--- src/rtl/elg_pkg.sv ---
package elg_pkg;
  typedef enum logic [1:0] {
    LD_LOW   = 2'd0,
    LD_MOD   = 2'd1,
    LD_HEAVY = 2'd2
  } load_e;
endpackage

--- src/rtl/elg_rate_window.sv ---
// Counts arrivals per window and captures count and queue level at the tick.
module elg_rate_window #(
  parameter int CW = 16,
  parameter int QW = 10
) (
  input  logic          clk,
  input  logic          rst_n,
  input  logic          arr_stb,
  input  logic          sample_tick,
  input  logic [QW-1:0] q_fill,
  output logic [CW-1:0] rate_lat,
  output logic [QW-1:0] q_lat,
  output logic          eval
);
  localparam logic [CW-1:0] CMAX = '1;

  logic [CW-1:0] cnt_q, cnt_nx;

  always_comb begin
    cnt_nx = cnt_q;
    if (sample_tick)
      cnt_nx = {{(CW-1){1'b0}}, arr_stb};
    else if (arr_stb && (cnt_q != CMAX))
      cnt_nx = cnt_q + 1'b1;
  end

  always_ff @(posedge clk or negedge rst_n) begin
    if (!rst_n) begin
      cnt_q    <= '0;
      rate_lat <= '0;
      q_lat    <= '0;
      eval     <= 1'b0;
    end else begin
      cnt_q <= cnt_nx;
      eval  <= sample_tick;
      if (sample_tick) begin
        rate_lat <= cnt_q;
        q_lat    <= q_fill;
      end
    end
  end
endmodule

--- src/rtl/elg_load_fsm.sv ---
// Three-level load state machine; emits the next engine target count.
module elg_load_fsm
  import elg_pkg::*;
#(
  parameter int NENG    = 6,
  parameter int CW      = 16,
  parameter int QW      = 10,
  parameter int RATE_LO = 250,
  parameter int RATE_HI = 450,
  parameter int Q_LO    = 500,
  parameter int Q_HI    = 750,
  parameter int TW      = 3
) (
  input  logic          clk,
  input  logic          rst_n,
  input  logic          eval,
  input  logic          busy,
  input  logic [CW-1:0] rate,
  input  logic [QW-1:0] qv,
  output load_e         state,
  output logic [TW-1:0] tgt_nx
);
  localparam logic [CW-1:0] R_LO = CW'(RATE_LO);
  localparam logic [CW-1:0] R_HI = CW'(RATE_HI);
  localparam logic [QW-1:0] L_LO = QW'(Q_LO);
  localparam logic [QW-1:0] L_HI = QW'(Q_HI);

  load_e st_nx;
  logic  go_heavy, go_mod;

  assign go_heavy = (rate > R_HI) && (qv > L_HI);
  assign go_mod   = (rate > R_LO) && (qv > L_LO);

  always_comb begin
    st_nx = state;
    if (eval && !busy) begin
      unique case (state)
        LD_LOW: begin
          if (go_heavy)    st_nx = LD_HEAVY;
          else if (go_mod) st_nx = LD_MOD;
        end
        LD_MOD: begin
          if (go_heavy)          st_nx = LD_HEAVY;
          else if (rate < R_LO)  st_nx = LD_LOW;
        end
        LD_HEAVY: begin
          if (rate < R_HI)       st_nx = LD_MOD;
        end
        default: st_nx = LD_LOW;
      endcase
    end
  end

  always_comb begin
    unique case (st_nx)
      LD_MOD:   tgt_nx = TW'(2);
      LD_HEAVY: tgt_nx = TW'(NENG);
      default:  tgt_nx = TW'(1);
    endcase
  end

  always_ff @(posedge clk or negedge rst_n) begin
    if (!rst_n) state <= LD_LOW;
    else        state <= st_nx;
  end
endmodule

--- src/rtl/elg_engine_mask.sv ---
// Per-engine enable with drain-before-off.
module elg_engine_mask #(
  parameter int NENG = 6,
  parameter int TW   = 3
) (
  input  logic            clk,
  input  logic            rst_n,
  input  logic [TW-1:0]   tgt_nx,
  input  logic [NENG-1:0] eng_idle,
  output logic [NENG-1:0] eng_en,
  output logic [NENG-1:0] eng_drain
);
  logic [TW-1:0] tgt_q;

  always_ff @(posedge clk or negedge rst_n) begin
    if (!rst_n) tgt_q <= TW'(1);
    else        tgt_q <= tgt_nx;
  end

  for (genvar i = 0; i < NENG; i++) begin : g_eng
    logic keep_nx, keep_q, en_nx;
    assign keep_nx = TW'(i) < tgt_nx;
    assign keep_q  = TW'(i) < tgt_q;
    assign en_nx   = keep_nx | (eng_en[i] & ~eng_idle[i]);
    assign eng_drain[i] = eng_en[i] & ~keep_q;

    always_ff @(posedge clk or negedge rst_n) begin
      if (!rst_n) eng_en[i] <= (i == 0);
      else        eng_en[i] <= en_nx;
    end
  end
endmodule

--- src/rtl/engine_load_governor.sv ---
module engine_load_governor
  import elg_pkg::*;
#(
  parameter int NENG    = 6,
  parameter int QCAP    = 1000,
  parameter int CW      = 16,
  parameter int RATE_LO = 250,
  parameter int RATE_HI = 450,
  parameter int QW      = $clog2(QCAP + 1)
) (
  input  logic            clk,
  input  logic            rst_n,
  input  logic            arr_stb,
  input  logic [QW-1:0]   q_fill,
  input  logic            sample_tick,
  input  logic [NENG-1:0] eng_idle,
  output logic [NENG-1:0] eng_en,
  output logic [NENG-1:0] eng_drain,
  output logic [1:0]      load_state
);
  localparam int Q_LO = QCAP / 2;
  localparam int Q_HI = (3 * QCAP) / 4;
  localparam int TW   = $clog2(NENG + 1);

  logic [1:0]    rst_sync;
  logic          srst_n;
  logic [CW-1:0] rate_lat;
  logic [QW-1:0] q_lat;
  logic          eval;
  load_e         state;
  logic [TW-1:0] tgt_nx;

  always_ff @(posedge clk or negedge rst_n) begin
    if (!rst_n) rst_sync <= 2'b00;
    else        rst_sync <= {rst_sync[0], 1'b1};
  end
  assign srst_n = rst_sync[1];

  elg_rate_window #(.CW(CW), .QW(QW)) u_win (
    .clk(clk), .rst_n(srst_n), .arr_stb(arr_stb), .sample_tick(sample_tick),
    .q_fill(q_fill), .rate_lat(rate_lat), .q_lat(q_lat), .eval(eval)
  );

  elg_load_fsm #(
    .NENG(NENG), .CW(CW), .QW(QW), .RATE_LO(RATE_LO), .RATE_HI(RATE_HI),
    .Q_LO(Q_LO), .Q_HI(Q_HI), .TW(TW)
  ) u_fsm (
    .clk(clk), .rst_n(srst_n), .eval(eval), .busy(|eng_drain),
    .rate(rate_lat), .qv(q_lat), .state(state), .tgt_nx(tgt_nx)
  );

  elg_engine_mask #(.NENG(NENG), .TW(TW)) u_mask (
    .clk(clk), .rst_n(srst_n), .tgt_nx(tgt_nx), .eng_idle(eng_idle),
    .eng_en(eng_en), .eng_drain(eng_drain)
  );

  assign load_state = state;
endmodule

--- config.mk ---
export PLATFORM = sky130hd
export DESIGN_NAME = engine_load_governor
export DESIGN_NICKNAME = d
export VERILOG_FILES = /design/src/rtl/elg_pkg.sv /design/src/rtl/elg_rate_window.sv /design/src/rtl/elg_load_fsm.sv /design/src/rtl/elg_engine_mask.sv /design/src/rtl/engine_load_governor.sv
export SDC_FILE = /design/constraint.sdc
export NUM_CORES = 1
export LEC_CHECK = 0
export ABC_AREA = 1
export BUFFER_PORTS_ARGS = -buffer_cell sky130_fd_sc_hd__buf_2
export CORE_UTILIZATION = 48
export DETAILED_ROUTE_END_ITERATION = 16
export GPL_ROUTABILITY_DRIVEN = 1
export PLACE_DENSITY = 0.68
export SLEW_MARGIN = 20
export SYNTH_ARGS = -nofsm -noshare
export SYNTH_HDL_FRONTEND = slang
export SYNTH_SLANG_ARGS = --single-unit
--- constraint.sdc ---
create_clock -name clk -period 2.1 [get_ports clk]
set_clock_uncertainty 0.15 [all_clocks]
set_input_delay 0 -clock clk [delete_from_list [all_inputs] [get_ports clk]]
set_output_delay 0 -clock clk [all_outputs]
set_load 0.02 [all_outputs]
### Yosys cells after proc, flatten, opt, wreduce, memory -nomap -nowiden

Cells that the tools add are included.

* reduce and logical (&&, ||, !) cells: 8
* add/sub/neg operators: 1
* order comparisons: 18
* multiplexer cells: 10
* bitwise operators: 30
* equal/unequal tests: 5

Operators by type and width (number)
* 16-bit two-way mux: 2
* 16-bit by 1-bit adder with 16-bit output, second input constant: 1
* 16-bit by 8-bit > comparator with 1-bit output, second input constant: 1
* 16-bit by 9-bit > comparator with 1-bit output, second input constant: 1
* 16-bit by 8-bit < comparator with 1-bit output, second input constant: 1
* 16-bit by 9-bit < comparator with 1-bit output, second input constant: 1
* 16-bit != test, second input constant: 1
* 1-bit AND: 12
* 1-bit by 3-bit < comparator with 1-bit output, first input constant: 4
* 2-bit by 3-bit < comparator with 1-bit output, first input constant: 4
* 3-bit < comparator, first input constant: 4
* 2-bit two-way mux: 6
* 1-bit inverter: 12
* 10-bit > comparator, second input constant: 1
* 10-bit by 9-bit > comparator with 1-bit output, second input constant: 1
* 1-bit OR: 6
* 2-bit case mux with 3 select lines: 1
* 3-bit case mux with 2 select lines: 1
* 6-bit OR reduction: 1
* 2-bit by 1-bit == test with 1-bit output, second input constant: 2
* 2-bit == test, second input constant: 2
* 1-bit logical AND: 4
* 2-bit logical NOT: 1
* 2-bit nonzero test: 1
* 1-bit logical NOT: 1

* bits of input ports: 20
* logic and storage cells: 85
* output and inout bits: 14
* flip-flop bits (word level): 56

### Depth between registers and ports, before layout

Gate-level depths: netlist of the first run.

* word-level depth: 11
* mapped depth: 12
* depth with buffers taken out: 12

### Hierarchy

From an unflattened synthesis of the first run, not the netlist that was laid out.

* cell total of the unflattened synthesis: 380
* area, all modules: 2879.0 um^2

Modules (own cells, without submodules)
* elg_rate_window: times used 1, area each 2009.4 um^2, cells an instance 246
* elg_load_fsm: times used 1, area each 420.4 um^2, cells an instance 80
* elg_engine_mask: times used 1, area each 379.1 um^2, cells an instance 47
* engine_load_governor: times used 1, area each 70.1 um^2, cells an instance 7

### Worst setup path after synthesis of the first run

Ideal clock, no wire load.

* path type: register to register
* start point: register u_win.cnt_q[0]
* end point: register u_win.cnt_q[10]
* period minus slack after synthesis: 1.837 ns
* buffers on the path: 0
* arrival: 1.557 ns
* cell stages (with the launch flop): 10
* setup slack: 0.263 ns
* cell sequence: dfrtp_1 > ha_1 > nand2_1 > nor2_4 > nand2_2 > nor2_4 > a21boi_4 > nand2_1 > nor2_1 > a21oi_1

* word-level cells in the longest chain between the ends: 3
* elaborated cells on any way between the ends: 6
* those cells by class: add/sub (1); eq/ne (1); mux (2); reduce/logical (2)

RTL lines
* from (decl): line elg_rate_window.sv:17 `logic [CW-1:0] cnt_q, cnt_nx;`
* from (signal assigned): line elg_rate_window.sv:34 `cnt_q <= cnt_nx;`
* 16-bit by 1-bit adder with 16-bit output or 16-bit != test (tied branches): line elg_rate_window.sv:24, elg_rate_window.sv:23
* 16-bit two-way mux or 1-bit logical AND (tied branches): line elg_rate_window.sv:23 `else if (arr_stb && (cnt_q != CMAX))`
* 16-bit two-way mux or 2-bit nonzero test (tied branches)

Several ways; a longest one is shown, not always the timed one. The select of a mux whose other input is x is not followed.
A chain may end at the register's enable or synchronous reset.

### Worst setup path in the final report of the first run

* start point: register u_win.cnt_q[1]
* end point: register u_win.cnt_q[3]

Same word-level chain as after synthesis.

==> results, run 1 <==
- The mux cell area share after synthesis is 0.
- The final estimated routing congestion in global placement is 0.883.
- Relative to the synthesized area, the layout overhead comes to 21.6%.
- Of the total synthesized cell area, the portion taken by AND, OR, NAND and NOR gates is 0.274.
- The number of cells produced by synthesis is 330.
- The aggregate global-route resource usage is 0.207.
- The effective utilization at floorplan is 0.511.
- The floorplan die height is 76.9 µm.
- The final-layout worst hold slack is -0.00681 ns.
- In this run the tightest slew margin relative to its limit is 0.518.
- The tree is rooted in a sky130_fd_sc_hd__clkbuf_8.
- Across the run, the number of max-cap violations was 0.
- Each instance of the synthesized netlist takes up on average 8.16 µm².
- The H-tree was split into 2 levels.
- The net switching power figure is 836 µW.
- The row count is 26.
- The final hold violation count is 1.
- TritonCTS built the clock tree.
- The part of the power in the clock network is 0.285.
- The number of top-level pins is 34.
- The standard cell with the maximum stage delay on the critical path is sky130_fd_sc_hd__dfrtp_1.
- Of all flip-flops after synthesis, the portion carrying an async set or reset was 1.00.
- The flow ran to the end, but the final reports show violations.
- The clock drives 55 sinks.
- The via count of the first global-routing pass came to 2323.
- Of the synthesized area, sequential elements account for 0.511.
- The wire-length estimate of the detail-placed layout is 3750 µm.
- The area enclosed by the die boundary is 0.00592 mm².
- The total overflow left after global routing is 0.
- The sort of element at the end of the critical path is a flop.
- The power consumption is 2.63 mW.
- The area share of the largest cell type after synthesis is 0.502.
- The routed via count divided by cell count is 5.07.
- The count of pins over their slew limit is 0.
- The worst-case IR drop observed on VDD is 0.464 mV.
- Together, buffers and inverters on the worst path number 1.
- At the worst endpoint, the required time is 2.16 ns.
- The post-layout minimum cycle time is 1.93 ns.
- The count of state elements after synthesis is 55.
- The detailed router finished its first iteration with 150 violations.
- The maximum fanout encountered on the critical timing path is 7.
- Ranked by instance count, the synthesized netlist is headed by sky130_fd_sc_hd__nand2_1, sky130_fd_sc_hd__dfrtp_1, sky130_fd_sc_hd__inv_1.
- Timing would allow up to 518 MHz.
- The share of final-layout standard cells stronger than drive strength 1 is 0.179.
- The floorplan step set the die width to 76.9 µm.
- The fraction of power spent switching nets is 0.318.
- In the synthesized netlist the dominant register cell turns out to be sky130_fd_sc_hd__dfrtp_1.
- The number of antenna violations at the first check in global routing was 0.
- At the pin with the least slew margin, the transition time is 0.719 ns.
- The share of total power dissipated in sequential elements is 0.473.
- The static leakage is 1.57 nW.
- The number of inserted diodes is 0.
- The cell type contributing the most total cell area after synthesis is sky130_fd_sc_hd__dfrtp_1.
- The final routed wirelength across all metal layers is 5700 µm.
- The total power density per cell area is 802 mW/mm².
- The type of the most critical hold path is input port to flop.
- The critical path goes through ha_1 > nand2_1 > nor2_4 > nand2_2 > nor2_4 > a21boi_4 > buf_4 > nand3_1 > nand2_1 > a21oi_1.
- By area the synthesized netlist is led by sky130_fd_sc_hd__dfrtp_1, sky130_fd_sc_hd__nand2_1, sky130_fd_sc_hd__inv_1.
- The cell family contributing the most delay on the critical path is simple AND/OR/NAND/NOR gates.
- Setup repair after global routing left no endpoint under its margin.
- The synthesized-area fraction occupied by ao, oa, aoi and oai cells is 0.109.
- The number of port buffers is 31.
- The checks that failed: hold timing.
- In the post-synthesis netlist, the cell with the most instances is sky130_fd_sc_hd__nand2_1.
- Data arrives at the worst endpoint at 1.99 ns.
- In the final routed layout, each cell accounts on average for 12.5 µm.
- The worst setup path is launched from a flop.
- The post-synthesis adder-cell area fraction is 0.00929.
- The number of enable flip-flop cells after synthesis is 0.
- Once detail routing completed, the nets flagged for antenna violations numbered 0.
- The main combinational cell family by area after synthesis is simple AND/OR/NAND/NOR gates.
- The final count of negative-setup-slack endpoints is 0.
- The XOR/XNOR share of the synthesized area is 0.0195.
- Entering global routing, the biggest net connects 54 pins.
- The internal cell power is 1.79 mW.
- The sum of negative setup slack is 0 ns.
- The insertion delay to the later sink of the worst-skew pair is 0.31 ns.
- The longest clock path from root to sink contains 2 buffers.
- The setup path with the least slack is of type flop to flop.
- The CTS clock-pin slew for the worst setup and hold paths is 0.10 ns.
- The number of fill cells in the layout is 483.
- In the routed design, unresolved DRC markers number 0.
- The share of the cycle needed by the critical path after routing is 0.920.
- The count of TritonRoute iterations in the first routing pass is 5.
- The via total after detailed routing is 2307.
- The number of buffers inserted during clock tree synthesis is 5.
- The first global-routing pass estimated 9850 µm of wire.
- Of the total power, combinational logic draws 0.242.
- The area of the mapped netlist is 0.00269 mm².
- On the worst path, the slowest cell contributes a delay of 0.43 ns.
- The placeable core region is 0.00527 mm².
- For this run, the post-layout net count is 406.
- The number of unique standard cell types used by synthesis is 35.
- The total number of yosys warnings is 0.
==> cells in the final DEF (no fill, tap or decap), types with 2 or more instances in the layout <==
master and count:
sky130_fd_sc_hd__a21oi_2 3, sky130_fd_sc_hd__buf_4 5, sky130_fd_sc_hd__clkbuf_8 6, sky130_fd_sc_hd__o21ai_0 24, sky130_fd_sc_hd__nor3_1 4, sky130_fd_sc_hd__nor2_2 2, sky130_fd_sc_hd__nand4_1 9, sky130_fd_sc_hd__nand2_1 96
sky130_fd_sc_hd__nor2_1 21, sky130_fd_sc_hd__o21ai_1 3, sky130_fd_sc_hd__o21ai_2 4, sky130_fd_sc_hd__dlygate4sd3_1 18, sky130_fd_sc_hd__nor2_4 3, sky130_fd_sc_hd__inv_1 41, sky130_fd_sc_hd__nand2_2 2, sky130_fd_sc_hd__dfrtp_1 53
sky130_fd_sc_hd__a21oi_1 6, sky130_fd_sc_hd__buf_2 31, sky130_fd_sc_hd__xor2_1 5, sky130_fd_sc_hd__conb_1 2, sky130_fd_sc_hd__o31ai_1 6, sky130_fd_sc_hd__nand3_1 21
==> final timing paths <==
kind	end	from	cells past startpoint	slack, ns
max in group asynchronous	u_win.cnt_q[12]$_DFFE_PN0P_	rst_sync[1]$_DFF_PN0_	1	1.11
setup / recovery	u_win.cnt_q[3]$_DFFE_PN0P_	u_win.cnt_q[1]$_DFFE_PN0P_	10	0.17
hold reg to reg	rst_sync[1]$_DFF_PN0_	rst_sync[0]$_DFF_PN0_	0	0.21
setup reg to reg	u_win.cnt_q[3]$_DFFE_PN0P_	u_win.cnt_q[1]$_DFFE_PN0P_	10	0.17
min in group asynchronous	u_win.q_lat[9]$_DFFE_PN0P_	rst_sync[1]$_DFF_PN0_	1	0.23
hold / removal	u_win.eval$_DFF_PN0_	sample_tick	2	-0.007
==> kinds of logic (layout without fill, tap and decap cells) <==
logic type / Yosys count / in the layout
xor gates and xnor gates: 6 / 6
adders and majority gates: 2 / 2
AOI/OAI and AO/OA: 49 / 49
DFF: 55 / 55
and+or+nand+nor: 165 / 165
buffers and inverters: 52 / 106
other: 1 / 2
==> metrics by stage <==
| stage | cell area, µm² | util | instances | setup WS [ns] |
|---|---|---|---|---|
| 3_3_place_gp | 2940 | 0.557 | 428 | 0.167 |
| 3_5_place_dp | 2940 | 0.557 | 428 | 0.0970 |
| 5_1_grt | 3270 | 0.621 | 455 | 0.00290 |
| 4_1_cts | 3240 | 0.614 | 454 | 0.0829 |
| 6_report | 3270 | 0.621 | 455 | 0.168 |
| 2_1_floorplan | 2700 | - | 331 | 0.263 |
==> power groups by stage <==
stage	Sequential, mW	Clock (mW)	Combinational (mW)
2_1_floorplan	1.32	0	0.325
3_3_place_gp	1.25	0	0.566
3_5_place_dp	1.26	0	0.580
4_1_cts	1.24	0.758	0.607
5_1_grt	1.26	0.788	0.719
6_report	1.24	0.748	0.635
==> routing by layer <==
layer  wire [µm]  track usage
met1        2680        0.253
met2        2830        0.366
met3         137       0.0345
met4          60       0.0692
met5           0            0
==> flip-flops by register name (all words and copies together) (netlist names) <==
name            cells
u_mask.tgt_q        3
u_mask.eng_en       5
rst_sync            2
u_fsm.state         2
u_win.eval          1
u_win.q_lat        10
u_win.rate_lat     16
u_win.cnt_q        16
==> area by class of cell <==
type,instances,area [µm²],area share
sequential,55,1380,0.421
multi-input combinational,224,1150,0.350
timing repair buffer,54,373,0.114
inverter,44,168,0.0512
tap,70,87.6,0.0267
clock buffer,6,82.6,0.0252
clock inverter,2,38.8,0.0118
==> repair_timing <==
action | 4_1_cts | 5_1_grt
endpoints found under the hold margin | 25 | 0
hold buffers | 18 | 0
gates resized for setup | 0 | 11
setup buffers | 0 | 1
endpoints found under the setup margin | 0 | 6
Power figures use the tool's default switching activity.
==> run 2: changes to the inputs <==
- PLACE_DENSITY: 0.68 -> 0.67
- clock period: 2.1 -> 2.2 ns (I/O delays scaled with it)
==> results, run 2 (synthesized netlist as in run 1, its figures left out) <==
- The post-detailed-route DRC marker count came to 0 (unchanged).
- The final reports fail on hold timing.
- The routed via count divided by cell count is 4.87 (-3.9%).
- The slew at the pin closest to its max-slew limit is 0.749 ns (+0.0301 ns).
- The share of final-layout standard cells stronger than drive strength 1 came to 0.161 (-0.0178).
- The number of buffers on the longest clock path was 2 (unchanged).
- The die width came to 76.9 µm (unchanged).
- The number of cells on the critical path is 10 (unchanged).
- The final count of negative-setup-slack endpoints is 0 (unchanged).
- The number of max-cap violations is 0 (unchanged).
- The startpoint identified for the worst hold timing path is sample_tick.
- The number of cells traversed by the worst register-to-register path is 10 (unchanged).
- The type of the most critical hold path is input port to flop.
- The number of buffer and inverter instances along the worst setup path is 1 (unchanged).
- The H-tree depth reported by CTS is 2 (unchanged).
- The number of design-rule violations left by the first detailed-router iteration is 124 (-17%).
- The largest net degree at the start of global routing is 54 (unchanged).
- The setup path with the least slack is of type flop to flop.
- The relative slew slack is 0.498 (-0.0202).
- The static leakage is 1.57 nW (+0.14%).
- The post-layout minimum cycle time is 1.99 ns (+0.0626 ns).
- In the final layout, the registers with the most flip-flops are u_win.cnt_q: 16 flops, u_win.rate_lat: 16 flops, u_win.q_lat: 10 flops.
- The utilization after layout is 0.619 (-0.00261).
- The number of inserted diodes is 0 (unchanged).
- The startpoint identified for the worst register-to-register timing path is u_mask.tgt_q[2]$_DFF_PN0_.
- The mean routed wirelength per cell is 11.9 µm (-5.0%).
- The share of the cycle needed by the critical path after routing was 0.906 (-0.0133).
- The number of antenna violations at the first check in global routing is 0 (unchanged).
- The number of port buffers came to 31 (unchanged).
- The leftover overflow at the end of global routing was 0 (unchanged).
- Setup repair after global routing left no endpoint under its margin.
- The aggregate global-route resource usage is 0.206 (-0.00123).
- The placeable core region was 0.00527 mm² (unchanged).
- The effective utilization at floorplan is 0.511 (unchanged).
- The critical path goes through or2_2 > a21oi_1 > nor2_1 > nand3_1 > a21oi_2 > nand3b_1 > o21ai_0 > ha_1 > inv_1 > o21ai_0.
- The via total after detailed routing is 2212 (-4.1%).
- The via count of the first global-routing pass is 2208 (-5.0%).
- In the layout the commonest cells are sky130_fd_sc_hd__nand2_1, sky130_fd_sc_hd__dfrtp_1, sky130_fd_sc_hd__inv_1, sky130_fd_sc_hd__buf_2, sky130_fd_sc_hd__o21ai_0.
- The cell chosen for the clock root is sky130_fd_sc_hd__clkbuf_8.
- The number of antenna-violating nets in the routed design is 0 (unchanged).
- The number of buffers inserted during clock tree synthesis is 5 (unchanged).
- The total power density per cell area is 787 mW/mm² (-1.9%).
- The worst setup path is captured at a flop.
- The clock sink count was 55 (unchanged).
- The area enclosed by the die boundary is 0.00592 mm² (unchanged).
- The fmax is 501 MHz (-3.1%).
- The insertion delay to the later sink of the worst-skew pair is 0.31 ns (about the same).
- In this run the critical register-to-register path is captured at u_mask.eng_en[4]$_DFF_PN0_.
- The half-perimeter wire length after detailed placement is 3680 µm (-2.1%).
- The number of fill cells in the layout was 474 (-1.9%).
- The floorplan die height was 76.9 µm (unchanged).
- The TritonCTS clock tree is built.
- The row count is 26 (unchanged).
- The capture point of the critical path is u_mask.eng_en[4]$_DFF_PN0_.
- The nature of the critical path startpoint is a flop.
- The sum of negative setup slack was 0 ns (unchanged).
- The delay of the slowest cell on the worst path is 0.41 ns (-0.02 ns).
- The startpoint of the worst setup timing path is u_mask.tgt_q[2]$_DFF_PN0_.
- The global-route wire length before repair is 9630 µm (-2.2%).
- The flow ran to the end, but the final reports show violations.
- The kind of cell with the highest combined delay along the critical path is simple AND/OR/NAND/NOR gates.
- The worst voltage drop across the vdd grid is 0.437 mV (-5.9%).
- The final routed wirelength across all metal layers came to 5410 µm (-5.2%).
- The area added between synthesis and finish is 21.0%.
- The number of nets in the final layout was 405 (-0.25%).
- The most common cell after layout, fill and taps aside is sky130_fd_sc_hd__nand2_1.
- The worst slack at placement came to 0.192 ns (+0.0949 ns).
- The data required time of the critical path is 2.25 ns (+0.09 ns).
- The largest individual stage delay along the critical path comes from the cell sky130_fd_sc_hd__dfrtp_1.
- In this design, the critical path's most frequently occurring cell is sky130_fd_sc_hd__o21ai_0.
- The area of placed instances is 0.00294 mm² (unchanged).
- The summed area of non-filler cells in the final layout is 0.00326 mm² (-0.42%).
- The data arrival at the endpoint of the critical path is 2.04 ns (+0.05 ns).
- The CTS clock-pin slew for the worst setup and hold paths was 0.10 ns (about the same).
- The final estimated routing congestion in global placement is 0.824 (-6.7%).
- The final-layout worst hold slack is -0.000486 ns (+0.00632 ns).
- The slack of the worst reg-to-reg path is 0.21 ns (+0.04 ns).
- The post-CTS setup buffer count is 0 (unchanged).
- The count of TritonRoute iterations in the first routing pass is 4 (-1).
- The final worst slack is 0.206 ns (+0.0374 ns).
- The maximum fanout encountered on the critical timing path is 4 (-3).
- The final hold violation count is 1 (unchanged).
- The count of pins over their slew limit is 0 (unchanged).
- The number of top-level pins is 34 (unchanged).
==> run 2: how the worst min path moves through the flow <==
| stage | end | slack [ns] | cells after the start |
|---|---|---|---|
| floorplan | rst_sync[0]$_DFF_PN0_ | -0.45 | 0 |
| CTS | u_win.eval$_DFF_PN0_ | 0.002 | 2 |
| finish | u_win.eval$_DFF_PN0_ | -0.0005 | 2 |
| global placement | rst_sync[0]$_DFF_PN0_ | -0.37 | 1 |
| global route | u_win.eval$_DFF_PN0_ | 0.01 | 2 |
| detailed placement | rst_sync[0]$_DFF_PN0_ | -0.36 | 1 |
==> run 2: layout make-up <==
cell class / count / area [µm²] / share of cell area
Inverter: 44 / 168 / 0.0514
Clock inverter: 3 / 71.3 / 0.0219
Multi-Input combinational cell: 224 / 1120 / 0.344
Sequential cell: 55 / 1380 / 0.423
Timing Repair Buffer: 53 / 365 / 0.112
Clock buffer: 5 / 68.8 / 0.0211
Tap cell: 70 / 87.6 / 0.0269
==> run 2: worst reg2reg max path, delay by kind of cell, from the launching register on <==
| kind | cells | cell delay (ns) |
|---|---|---|
| adders and majority gates | 1 | 0.22 |
| AOI/OAI and AO/OA | 4 | 0.41 |
| buffers and inverters | 1 | 0.10 |
| DFF | 1 | 0.41 |
| and+or+nand+nor | 4 | 0.58 |
==> run 2: per-stage QoR <==
| step | power, mW | hold WS (ns) | cells |
|---|---|---|---|
| 2_1_floorplan | 1.57 | -0.446 | 331 |
| 3_3_place_gp | 1.74 | -0.365 | 428 |
| 3_5_place_dp | 1.75 | -0.362 | 428 |
| 4_1_cts | 2.59 | 0.00200 | 454 |
| 5_1_grt | 2.72 | 0.00951 | 454 |
| 6_report | 2.57 | -0.000486 | 454 |
==> run 2: timing repair <==
| item | 4_1_cts | 5_1_grt |
|---|---|---|
| setup endpoints to repair | 0 | 1 |
| hold buffers | 18 | 0 |
| hold endpoints to repair | 27 | 0 |
| gates resized for setup | 0 | 1 |
==> run 2: power breakdown <==
group	internal [mW]	switching [mW]	total [mW]
sequential	1.11	0.0698	1.18
combinational	0.209	0.369	0.578
clock	0.462	0.347	0.809
total	1.78	0.786	2.57
==> run 2: layer usage <==
metal	vias to the layer above	part of all wire	global-route usage
li1	1161	-	-
met5	-	0	0
met1	1014	0.48	0.257
met4	0	0.018	0.0692
met2	28	0.48	0.354
met3	9	0.021	0.0405
